`config.mk`:
```
export PLATFORM = sky130hd
export DESIGN_NAME = clkdiv_bank
export DESIGN_NICKNAME = d
export VERILOG_FILES = /design/src/rtl/clkdiv_pkg.sv /design/src/rtl/clkdiv_cfg.sv /design/src/rtl/clkdiv_count.sv /design/src/rtl/clkdiv_bank.sv
export SDC_FILE = /design/constraint.sdc
export NUM_CORES = 1
export LEC_CHECK = 0
export ABC_CLOCK_PERIOD_IN_PS = 2300
export BUFFER_PORTS_ARGS = -buffer_cell sky130_fd_sc_hd__buf_2
export CAP_MARGIN = 20
export CELL_PAD_IN_SITES_DETAIL_PLACEMENT = 1
export CELL_PAD_IN_SITES_GLOBAL_PLACEMENT = 1
export CORE_MARGIN = 1.5
export CORE_UTILIZATION = 35
export DETAILED_ROUTE_END_ITERATION = 8
export PLACE_DENSITY = 0.8
export SYNTH_ARGS = -nofsm -noshare
export SYNTH_HDL_FRONTEND = slang
export SYNTH_SLANG_ARGS = --single-unit
```
`constraint.sdc`:
```
create_clock -name clk -period 2.3 [get_ports clk]
set_clock_uncertainty 0.2 [all_clocks]
set_input_delay 0.345 -clock clk [delete_from_list [all_inputs] [get_ports clk]]
set_output_delay 0.345 -clock clk [all_outputs]
set_load 0.01 [all_outputs]
```
`src/rtl/clkdiv_pkg.sv`:
```
package clkdiv_pkg;
   localparam int unsigned SEL_W    = 5;
   localparam int unsigned SEL_LSB  = 24;
   localparam int unsigned DIV_LSB  = 2;
   localparam int unsigned NUM_EXT  = 9;
   localparam int unsigned NUM_DIV  = 5;
   localparam int unsigned SRC_DIVA = 9;
   localparam int unsigned SRC_USB  = 6;
   localparam int unsigned NUM_SRC  = NUM_EXT + 1;
   localparam int unsigned SRC_IX_W = $clog2(NUM_SRC);
   localparam logic [SEL_W-1:0] RST_SEL = 5'd1;

   // divider 0 takes any external source; the others drop the USB PLL and add divider 0
   function automatic logic code_ok(input int unsigned idx, input logic [SEL_W-1:0] code);
      if (idx == 0) return code < SEL_W'(NUM_EXT);
      return (code <= SEL_W'(SRC_DIVA)) && (code != SEL_W'(SRC_USB));
   endfunction
endpackage

```
`src/rtl/clkdiv_cfg.sv`:
```
module clkdiv_cfg
   import clkdiv_pkg::*;
#(
   parameter int unsigned IDX    = 0,
   parameter int unsigned DIV_W  = 2,
   parameter int unsigned ADDR_W = 8,
   parameter int unsigned ADDR   = 'h48
) (
   input  logic              clk,
   input  logic              rst_n,
   input  logic              wr_en,
   input  logic [ADDR_W-1:0] wr_addr,
   input  logic [31:0]       wr_data,
   output logic              dis_o,
   output logic [DIV_W-1:0]  div_o,
   output logic [SEL_W-1:0]  sel_o,
   output logic              err_o,
   output logic              restart_o,
   output logic [31:0]       word_o
);
   if (DIV_W < 1 || DIV_LSB + DIV_W > SEL_LSB) begin : g_bad_width
      $error("clkdiv_cfg: divide width does not fit below the source field");
   end

   logic             hit;
   logic [SEL_W-1:0] sel_new;
   logic             unused_bits;

   assign hit         = wr_en && (wr_addr == ADDR_W'(ADDR));
   assign sel_new     = wr_data[SEL_LSB +: SEL_W];
   assign restart_o   = hit && code_ok(IDX, sel_new);
   assign unused_bits = ^wr_data;

   always_ff @(posedge clk) begin
      if (!rst_n) begin
         dis_o <= 1'b1;
         sel_o <= RST_SEL;
         div_o <= '0;
         err_o <= 1'b0;
      end else if (restart_o) begin
         dis_o <= wr_data[0];
         sel_o <= sel_new;
         div_o <= wr_data[DIV_LSB +: DIV_W];
         err_o <= 1'b0;
      end else if (hit) begin
         err_o <= 1'b1;
      end
   end

   always_comb begin
      word_o                     = '0;
      word_o[0]                  = dis_o;
      word_o[DIV_LSB +: DIV_W]   = div_o;
      word_o[SEL_LSB +: SEL_W]   = sel_o;
   end

   // a rejected write leaves the word untouched and raises the flag
   p_reject_hold_r6: assert property (@(posedge clk) disable iff (!rst_n)
      (hit && !restart_o) |=> ($stable(word_o) && err_o));

   // the flag only rises after a write addressed here
   p_err_from_write_r6: assert property (@(posedge clk) disable iff (!rst_n)
      $rose(err_o) |-> $past(hit));
endmodule

```
`src/rtl/clkdiv_count.sv`:
```
module clkdiv_count #(
   parameter int unsigned DIV_W = 2
) (
   input  logic             clk,
   input  logic             rst_n,
   input  logic             src_tick,
   input  logic             run,
   input  logic             restart,
   input  logic [DIV_W-1:0] div,
   output logic             tick_o
);
   logic [DIV_W-1:0] cnt;

   always_ff @(posedge clk) begin
      if (!rst_n) begin
         cnt    <= '0;
         tick_o <= 1'b0;
      end else begin
         tick_o <= 1'b0;
         if (restart || !run) begin
            cnt <= '0;
         end else if (src_tick) begin
            if (cnt == div) begin
               cnt    <= '0;
               tick_o <= 1'b1;
            end else begin
               cnt <= cnt + 1'b1;
            end
         end
      end
   end

   // every output tick is caused by a counted source tick
   p_tick_from_src_r4: assert property (@(posedge clk) disable iff (!rst_n)
      tick_o |-> $past(src_tick && run && !restart));

   // the count never runs past the divide value
   p_cnt_in_range_r4: assert property (@(posedge clk) disable iff (!rst_n)
      cnt <= div);

   // a disabled divider is silent next cycle
   p_quiet_when_off_r3: assert property (@(posedge clk) disable iff (!rst_n)
      !run |=> !tick_o);
endmodule

```
`src/rtl/clkdiv_bank.sv`:
```
module clkdiv_bank
   import clkdiv_pkg::*;
#(
   parameter int unsigned ADDR_W    = 8,
   parameter int unsigned BASE_ADDR = 'h48,
   parameter int unsigned WIDTH_A   = 2,
   parameter int unsigned WIDTH_MID = 4,
   parameter int unsigned WIDTH_E   = 8
) (
   input  logic               clk,
   input  logic               rst_n,
   input  logic [NUM_EXT-1:0] ext_tick,
   input  logic [NUM_EXT-1:0] ext_on,
   input  logic               wr_en,
   input  logic [ADDR_W-1:0]  wr_addr,
   input  logic [31:0]        wr_data,
   input  logic [ADDR_W-1:0]  rd_addr,
   output logic [31:0]        rd_data,
   output logic [NUM_DIV-1:0] div_tick,
   output logic [NUM_DIV-1:0] div_on,
   output logic [NUM_DIV-1:0] err_flag
);
   if (BASE_ADDR + 4 * NUM_DIV > (1 << ADDR_W)) begin : g_bad_addr
      $error("clkdiv_bank: register window does not fit the address width");
   end

   logic        a_tick;
   logic        a_on;
   logic [31:0] word_arr [NUM_DIV];

   for (genvar g = 0; g < NUM_DIV; g++) begin : g_div
      localparam int unsigned W = (g == 0) ? WIDTH_A :
                                  (g == NUM_DIV - 1) ? WIDTH_E : WIDTH_MID;
      logic               dis;
      logic [W-1:0]       div;
      logic [SEL_W-1:0]   sel;
      logic               restart;
      logic [NUM_SRC-1:0] tick_vec;
      logic [NUM_SRC-1:0] on_vec;
      logic               src_t;
      logic               on_w;
      logic               tick_w;

      clkdiv_cfg #(
         .IDX(g), .DIV_W(W), .ADDR_W(ADDR_W), .ADDR(BASE_ADDR + 4 * g)
      ) i_cfg (
         .clk(clk), .rst_n(rst_n), .wr_en(wr_en), .wr_addr(wr_addr),
         .wr_data(wr_data), .dis_o(dis), .div_o(div), .sel_o(sel),
         .err_o(err_flag[g]), .restart_o(restart), .word_o(word_arr[g])
      );

      if (g == 0) begin : g_first
         assign tick_vec = {1'b0, ext_tick};
         assign on_vec   = {1'b0, ext_on};
         assign a_tick   = tick_w;
         assign a_on     = on_w;
      end else begin : g_rest
         assign tick_vec = {a_tick, ext_tick};
         assign on_vec   = {a_on, ext_on};
      end

      assign src_t = (sel < SEL_W'(NUM_SRC)) ? tick_vec[sel[SRC_IX_W-1:0]] : 1'b0;
      assign on_w  = !dis && (sel < SEL_W'(NUM_SRC)) && on_vec[sel[SRC_IX_W-1:0]];
      assign div_on[g]   = on_w;
      assign div_tick[g] = tick_w;

      clkdiv_count #(.DIV_W(W)) i_count (
         .clk(clk), .rst_n(rst_n), .src_tick(src_t), .run(!dis),
         .restart(restart), .div(div), .tick_o(tick_w)
      );

      // a divider never reports running while its gate bit is set
      p_on_needs_gate_r7: assert property (@(posedge clk) disable iff (!rst_n)
         div_on[g] |-> (word_arr[g][0] == 1'b0));
   end

   always_comb begin
      rd_data = '0;
      for (int i = 0; i < NUM_DIV; i++) begin
         if (rd_addr == ADDR_W'(BASE_ADDR + 4 * i)) rd_data = word_arr[i];
      end
   end
endmodule

```
======== After elaboration in Yosys (flattened, before gate mapping) ========
Index checks and enable logic that the tools add are counted.
operators by class
  add/sub/neg operators ................... 5
  order comparisons ....................... 12
  equality and inequality tests ........... 16
  mux-type cells .......................... 40
  bitwise logic cells ..................... 6
  reduce and logical (&&, ||, !) cells .... 46
operators by type and width
  operator             number
  $mux 32              4
  $eq 8x7->1 const B   10
  $bmux 1 s4           10
  $lt 5x4->1 const B   6
  $mux 29              1
  $lt 4x5->1 const B   5
  $logic_and 1x1->1    21
  $mux 1               20
  $reduce_or 2->1      10
  $reduce_or 3->1      5
  $add 4x1->4 const B  3
  $eq 4x4->1           3
  $mux 4               3
  $add 8x1->8 const B  1
  $eq 8x8->1           1
  $mux 8               1
  $not 1->1            6
  $le 5x4->1 const B   1
  $logic_not 1->1      5
  $logic_or 1x1->1     5
  $ne 5x3->1 const B   1
  $add 2x1->2 const B  1
  $eq 2x2->1           1
  $mux 2               1
word-level totals
  bits in registers ....................... 84
  input bits .............................. 69
  output and inout bits ................... 47
  logic and storage cells ................. 155

======== Longest topological paths before layout ========
Gate-level depths: netlist (run 1).
  depth in word-level cells ............... 6
  gate-level depth with buffers ........... 8
  mapped depth without buffers ............ 6

======== Cells and area by module ========
Synthesis (run 1) repeated with hierarchy kept, for this count alone.
unflattened totals
  cells, all modules ...................... 877
  area total of the unflattened synthesis .. 7736.2 um2
by module, submodules not included
  module                                instances  cells an instance  area each (um2)  sequential area each (um2)
  clkdiv_bank                           1          287                2358.5           0.0
  clkdiv_cfg at g_div[2].i_cfg ...      2          85                 745.7            220.2
  clkdiv_count at g_div[1].i_count ...  3          30                 310.3            100.1
  clkdiv_cfg at g_div[4].i_cfg          1          102                899.6            300.3
  clkdiv_cfg at g_div[1].i_cfg          1          85                 763.2            220.2
  clkdiv_cfg at g_div[0].i_cfg          1          74                 646.9            180.2
  clkdiv_count at g_div[4].i_count      1          52                 496.7            180.2
  clkdiv_count at g_div[0].i_count      1          17                 148.9            60.1

======== Worst setup path after synthesis (run 1) ========
Ideal clock, no wire load.
  path type ............................... reg2out
  start ................................... reg g_div[0].i_cfg.sel_o[1]
  end ..................................... out div_on[1]
  arrival ................................. 1.947 ns
  required time ........................... 1.755 ns
  setup slack ............................. -0.192 ns
  stages on the path, launching flop included .. 8
  buffers on the path ..................... 2
  cell sequence ........................... dfxtp_1 buf_6 mux4_2 mux2i_1 or4_4 a31o_1 a2111oi_2 buf_4
between the ends
  word-level cells in the longest chain between the ends .. 6
  elaborated cells between the ends (all ways) .. 8
  those cells by class .................... order compare: 1; mux: 4; reduce/logical: 3
RTL lines
  element                                                            RTL line           RTL
  start: declaration                                                 clkdiv_cfg.sv:16   output logic [SEL_W-1:0] sel_o,
  start signal: assignment                                           clkdiv_cfg.sv:42   sel_o <= sel_new;
  $bmux 1 s4 or $lt 5x4->1 (tied branches)                           clkdiv_bank.sv:63  assign on_w = !dis && (sel < SEL_W'(NUM_SRC)) && on_vec[sel[SRC_IX_W-1:0]];
  $mux 1 (implied by the code) or $logic_and 1x1->1 (tied branches)  clkdiv_bank.sv:63
  $logic_and 1x1->1 (*)                                              clkdiv_bank.sv:63
  $bmux 1 s4 (*)                                                     clkdiv_bank.sv:63
  $mux 1 (implied by the code) (*)                                   clkdiv_bank.sv:63
  $logic_and 1x1->1 (*)                                              clkdiv_bank.sv:63
  end: declaration                                                   clkdiv_bank.sv:20  output logic [NUM_DIV-1:0] div_on,
Every way passes the cells marked *; elsewhere a longest branch is shown, timed or not. The select of a mux whose other input is x is not followed.

======== Worst setup path in the final report (run 1) ========
Ends and elaborated chain as after synthesis.

==> impl_metrics.toml, run 1 <==
[timing]
rsz0062_at_grt = "yes"
worstMarginPinSlew_ps = 639
finalCritPeriodShare = 1.24
slew_viol_final = 0
worst_slack_ps = -544
slew_headroom = 0.570
fin_setup_tns_ps = -2950
fin_worst_hold_slack_ps = 43.4
layout_min_cycle_time_ps = 2840
finalSetupViolCount = 15
hold_viol_final = 0
fmax_ghz = 0.352

[logic_synthesis]
syn_avg_cell_area_um2 = 8.43
yosysWarnings = 0
synth.cell_area_um2 = 5190
async_flop_share = 0
synth_area_leaders = "dfxtp_1 32%, nand2_1 7.2%, mux4_2 5.6%"
ys_types = 67
yosys.area.top_type = "dfxtp_1"
seq_area_frac_synth = 0.324
ys_seq_elements = 84
dominantRegCellSynth = "dfxtp_1"
synth.top_cell.area_share = 0.324
synth_cells = 616
synth_edf_count = 0

[placed_design]
dp_cells = 894
dp_hpwl_um = 13900
dp_slack_ps = -227
port_buffers = 79
place.gp.congestion = 0.903

[min_path]
hold_class = "input port to flip-flop"
hold_path_depth = 3

[route]
drc = 0
routed-via-count = 5282
drt_iter0_drc = 256
ant_nets = 0
wl_per_cell_um = 20.3
wirelength_um = 18600
detail_route.first_pass.iterations = 4
viasPerCell = 5.74

[cts]
clockBufferDepth = 2
cts_tree = "built"
cts.sinks = 84
path_clk_slew_ps = 60
worstSkewPairLatency_ps = 350
ctsRootBufferMaster = "clkbuf_16"
numCtsBuffers = 9
hold_buffers = 0
cts_max_level = 3

[setup_path]
path_max_fanout = 3
max_stage_delay_ps = 450
cp-start-kind = "flip-flop"
setup.worst_path.end_class = "output port"
path_class = "flip-flop to output port"
ff2ff_path_depth = 6
slowest_stage = "or4_4"
rrSetupSlack_ps = -80
cp_data_required_time_ps = 1750
arrival_ps = 2300
worstPathCellList = "mux4_2, mux2i_1, or4_4, a31o_1, a2111oi_4, buf_2"

[die]
initial_core_util = 0.357
die_w_um = 125
ios = 116
core-area_um2 = 14500
dieHeight_um = 125
dieArea_um2 = 15600
rows = 44

[outcome]
violations = "negative setup slack"
status = "complete, but fails checks"

[global_route]
grt_antenna_before_repair = 0
grt_pass1_vias = 5485
grt_remaining_overflow = 0
grt_util_all_layers = 0.234
grt_max_degree = 25
grt_pass1_wl_um = 29000

[finish]
layout.area.seq_um2 = 1690
drive_gt1_frac = 0.311
fin_cells = 920
area_delta_synth_final_pct = 25.9
n_fill_cell = 1775
n_antenna_cell = 0
utilization = 0.450
nets = 804
multi_input_area_um2 = 3280

[pwr]
power_switching_w = 0.000777
p_comb_frac = 0.086
power.internal_w = 0.00236
peakVddDrop_uv = 321
swShare = 0.248
clockPowerShare = 0.449
p_leak_nw = 2.79
power_density_nw_per_um2 = 480
seqPwrFrac = 0.464

[job]
drv_cap = 0
==> layout make-up <==
cell class	instances	share of cell area
clock buffers	11	0.0387
clock inverters	5	0.00555
well taps	184	0.0352
repair buffers	153	0.155
flip-flops and latches	84	0.259
multi-input cells	475	0.501
inverters	8	0.00460
==> power groups by stage <==
| stage | logic, W | registers (W) | clock network (W) |
|---|---|---|---|
| 2_1_floorplan | 0.000131 | 0.00149 | 0 |
| 3_3_place_gp | 0.000236 | 0.00149 | 0 |
| 3_5_place_dp | 0.000247 | 0.00149 | 0 |
| 4_1_cts | 0.000254 | 0.00146 | 0.00144 |
| 5_1_grt | 0.000286 | 0.00145 | 0.00149 |
| 6_report | 0.000270 | 0.00146 | 0.00141 |
==> layer usage <==
metal  up-vias  GRT usage  routed length [µm]
li1       2421          -                   -
met1      2643      0.280                7540
met2       171      0.417                9530
met3        47     0.0348                 896
met4         0     0.0994                 680
met5         -          0                   0
==> synthesized netlist by cell type, drive strengths merged, types with 3 or more instances <==
cell type,number
buf,49
nor3,13
nand3,21
a211oi,3
nand2b,6
a22oi,17
nand3b,4
nand2,99
or2,4
or3,5
and3,9
nor4b,7
nor2b,8
mux4,17
nor2,43
ha,4
nand4,4
nor4,10
nor3b,7
dfxtp,84
a31o,6
o211a,3
clkbuf,17
or4b,3
and2,9
or4,5
a31oi,12
xor2,20
inv,8
o21ai,9
mux2i,20
xnor2,4
a21oi,50
==> repair_timing <==
item / 4_1_cts / 5_1_grt
gates cloned: 1 / 0
resized for setup: 19 / 34
pin swaps: 8 / 18
endpoints found under the setup margin: 19 / 23
setup buffers: 0 / 9
==> path summary, 6_finish.rpt <==
kind                                         from                              endpoint
min                                    wr_data[7]  g_div[4].i_cfg.div_o[5]$_SDFFE_PN0P_
max          g_div[0].i_cfg.sel_o[1]$_SDFFE_PN0P_                             div_on[1]
min reg2reg     g_div[4].i_cfg.err_o$_SDFFE_PP0P_     g_div[4].i_cfg.err_o$_SDFFE_PP0P_
max reg2reg  g_div[1].i_cfg.sel_o[1]$_SDFFE_PN0P_  g_div[1].i_count.cnt[2]$_SDFFE_PP0N_
==> layout by cell type (no fill, tap or decap), types with 9 or more instances in the layout <==
cell,synthesis,final
xor2_1,20,20
nand2_1,99,98
dfxtp_1,84,75
buf_2,11,76
buf_6,3,12
clkbuf_16,0,9
nor4_1,10,10
and3_1,9,9
conb_1,1,18
nand3_1,21,20
a22oi_1,17,11
mux4_2,13,13
mux2i_1,20,20
buf_4,35,64
nor2_1,43,42
a21oi_1,50,50
dfxtp_2,0,9
nor3_1,13,10
and2_1,9,9
==> sequential cells by signal, summed over array words and instances (netlist names) <==
name / count
g_div.i_cfg.sel_o: 25
g_div.i_cfg.dis_o: 5
g_div.i_cfg.err_o: 5
g_div.i_count.cnt: 22
g_div.i_cfg.div_o: 22
g_div.i_count.tick_o: 5
==> critical path, delay by kind of cell, from the launching register on <==
family	cells	cell delay [ps]
AO/OA/AOI/OAI	2	540
buffers and inverters	1	190
flip-flops	1	340
multiplexers	2	430
AND/OR/NAND/NOR	1	450
==> cell families after synthesis <==
family,after synthesis,share of synthesized area
DFF,84,0.324
adders and majority gates,4,0.00964
buffers and inverters,74,0.0863
muxes,39,0.120
AOI/OAI and AO/OA,126,0.162
xor gates and xnor gates,24,0.0405
and+or+nand+nor,264,0.258
other,1,0.000722
==> metrics by stage <==
stage	cell area, µm²	total power (W)
after floorplan	5270	0.00162
after global placement	5950	0.00172
after detailed placement	5950	0.00173
after CTS	6320	0.00315
after global routing	6530	0.00323
final	6530	0.00313
No activity file was read; power rests on OpenSTA's default activity.
==> run 2, diff against run 1 <==
ABC_AREA = 1   (was not set)
PLACE_DENSITY = 0.83   (was 0.8)
==> run 2 against run 1 <==
Against the previous run:
- the run still ends with negative setup slack left
- sequential share of layout area is 0.70 points higher
- non-clock buffer count down 39
- sequential cell count stayed put
- final cell count is 17% higher
- wire length down 3.2%
- maximum frequency rose by 21%
- synthesized cell count grew 30%
- critical path type unchanged
- largest power group is now the clock network
==> impl_metrics.toml, run 2 <==
[setup_path]
startpoint = "g_div[0].i_cfg.sel_o[0]$_SDFFE_PN1P_"
ff2ff_path_depth = 9
rrSetupSlack_ps = 370
regToRegStartpoint = "g_div[4].i_cfg.sel_o[0]$_SDFFE_PN1P_"
setup.worst_path.end_class = "output port"
worstPathCellList = "buf_6, nand2_4, nand3_2, nand3_2, nand3_2, nand2_2, nand2_4, nand2_2, nand2_2, a21oi_2, buf_2"
max_stage_delay_ps = 380
slowest_stage = "dfxtp_4"
cp-start-kind = "flip-flop"
arrival_ps = 1800
r2r_end = "g_div[4].i_count.cnt[6]$_SDFFE_PP0N_"
path_max_fanout = 6
path_class = "flip-flop to output port"
cp_data_required_time_ps = 1750

[logic_synthesis]
synth_cells = 803
async_flop_share = 0
synth_edf_count = 0
synthMostInstantiatedCell = "nand2_1"
yosys.area.top_type = "dfxtp_1"
synth.cell_area_um2 = 5410
synth.top_cell.area_share = 0.311
yosysWarnings = 0
ys_types = 43
synth_area_leaders = "dfxtp_1 31%, nand2_1 9.2%, a21oi_1 7.7%"
syn_avg_cell_area_um2 = 6.74
dominantRegCellSynth = "dfxtp_1"
synth_common_cells = "132 x nand2_1, 97 x inv_1, 84 x dfxtp_1, 83 x a21oi_1, 79 x nor2_1"
ys_seq_elements = 84
seq_area_frac_synth = 0.311

[route]
viasPerCell = 5.28
drt_iter0_drc = 460
wirelength_um = 18000
detail_route.first_pass.iterations = 4
drc = 0
wl_per_cell_um = 16.7
ant_nets = 0
routed-via-count = 5692

[global_route]
grt_antenna_before_repair = 0
grt_pass1_wl_um = 28600
grt_max_degree = 24
grt_remaining_overflow = 0
grt_util_all_layers = 0.225
grt_pass1_vias = 5610

[cts]
ctsRootBufferMaster = "clkbuf_16"
path_clk_slew_ps = 70
cts_tree = "built"
cts.sinks = 84
numCtsBuffers = 9
cts_max_level = 3
worstSkewPairLatency_ps = 360
clockBufferDepth = 2

[outcome]
status = "complete, but fails checks"
violations = "negative setup slack"

[timing]
slew_headroom = 0.626
finalCritPeriodShare = 1.02
rsz0062_at_grt = "yes"
fmax_ghz = 0.427
finalSetupViolCount = 2
worstMarginPinSlew_ps = 557
slew_viol_final = 0
fin_setup_tns_ps = -50.5
hold_viol_final = 0
worst_slack_ps = -44.5
layout_min_cycle_time_ps = 2340

[pwr]
clockPowerShare = 0.470
p_comb_frac = 0.084
seqPwrFrac = 0.446
power_density_nw_per_um2 = 505
power_switching_w = 0.000860
power.internal_w = 0.00239
total_power_w = 0.00325
p_leak_nw = 2.91
peakVddDrop_uv = 383
swShare = 0.264

[finish]
most-common-layout-cells = "121 x nand2_1, 91 x inv_1, 79 x a21oi_1, 78 x buf_2, 74 x nor2_1"
n_antenna_cell = 0
n_fill_cell = 1995
area_delta_synth_final_pct = 18.8
drive_gt1_frac = 0.246
largest_reg_flops = 25
nets = 959
top_register = "g_div.i_cfg.sel_o"
reg_top3 = "g_div.i_cfg.sel_o x25, g_div.i_cfg.div_o x22, g_div.i_count.cnt x22"
layout_commonest_cell = "nand2_1"

[placed_design]
place.gp.congestion = 0.918
dp_hpwl_um = 13800
dp_slack_ps = 62.3
port_buffers = 79

[die]
core-area_um2 = 15100
rows = 45
die_w_um = 127
initial_core_util = 0.357
ios = 116
dieHeight_um = 127
dieArea_um2 = 16200

[min_path]
hold_class = "input port to flip-flop"
hold_path_end = "g_div[4].i_cfg.div_o[5]$_SDFFE_PN0P_"
hold_path_depth = 3
hold_start = "wr_data[7]"

[job]
drv_cap = 0
[run 2: changes by cell type after synthesis, moves of 24 or more]
cell / previous run / this run
a21oi_1: 50 / 83
o211ai_1: 2 / 26
nor2_1: 43 / 79
inv_1: 8 / 97
nand3_1: 21 / 63
o21ai_0: 9 / 56
nand2_1: 99 / 132
[run 2: kinds of logic (layout without fill, tap and decap cells)]
logic type | after synthesis | after routing | share of synthesized area
XOR/XNOR | 29 | 29 | 0.0469
other | 1 | 18 | 0.000693
flip-flops | 84 | 84 | 0.311
buffers and inverters | 166 | 237 | 0.150
AO/OA/AOI/OAI | 199 | 199 | 0.214
adder cells (fa/ha/maj) | 4 | 4 | 0.00924
AND/OR/NAND/NOR | 320 | 320 | 0.269
[run 2: worst max path at each step]
stage	endpoint	slack (ps)	cells after the start
global route	div_on[4]	-70	11
global placement	rd_data[28]	70	9
floorplan	div_on[3]	440	9
detailed placement	rd_data[4]	60	11
finish	div_on[4]	-40	11
CTS	div_on[1]	-20	11
[run 2: layout make-up]
class	count	area [µm²]	area share
multi-input combinational	570	3090	0.480
timing repair buffer	114	684	0.106
inverter	107	408	0.0634
clock buffer	9	225	0.0350
clock inverter	7	82.6	0.0128
tap	188	235	0.0366
sequential	84	1710	0.266
[run 2: worst max-delay path: cells and delay by family, from the launching register on]
family | cells | cell delay, ps
compound gates | 1 | 170
buf+inv | 2 | 300
flops | 1 | 380
simple gates | 8 | 580
[run 2: per-stage QoR]
step | hold WS (ps) | utilization | area [µm²] | instances
final | 66.0 | 0.425 | 6430 | 1079
after global routing | 108 | 0.425 | 6430 | 1079
after CTS | 69.1 | 0.417 | 6320 | 1075
after detailed placement | 262 | 0.390 | 5910 | 1056
after global placement | 256 | 0.390 | 5910 | 1056
after floorplan | 229 | - | 5480 | 820
[run 2: power groups by stage]
| stage | clock network, W | logic (W) | registers [W] |
|---|---|---|---|
| after floorplan | 0 | 0.000155 | 0.00149 |
| after global placement | 0 | 0.000254 | 0.00149 |
| after detailed placement | 0 | 0.000260 | 0.00149 |
| after CTS | 0.00156 | 0.000264 | 0.00145 |
| after global routing | 0.00161 | 0.000301 | 0.00145 |
| final | 0.00153 | 0.000274 | 0.00145 |
[run 2: timing repair]
| action | 4_1_cts | 5_1_grt |
|---|---|---|
| buffers inserted | 3 | 4 |
| endpoints found under the setup margin | 5 | 7 |
| hold buffers | 0 | 0 |
| pin swaps | 11 | 11 |
| gates resized for setup | 34 | 30 |
[run 2: metal layers]
metal  GRT usage  share of wire
met1       0.294           0.46
met2       0.371           0.47
met5           0              0
met3      0.0389          0.043
met4      0.0862          0.022
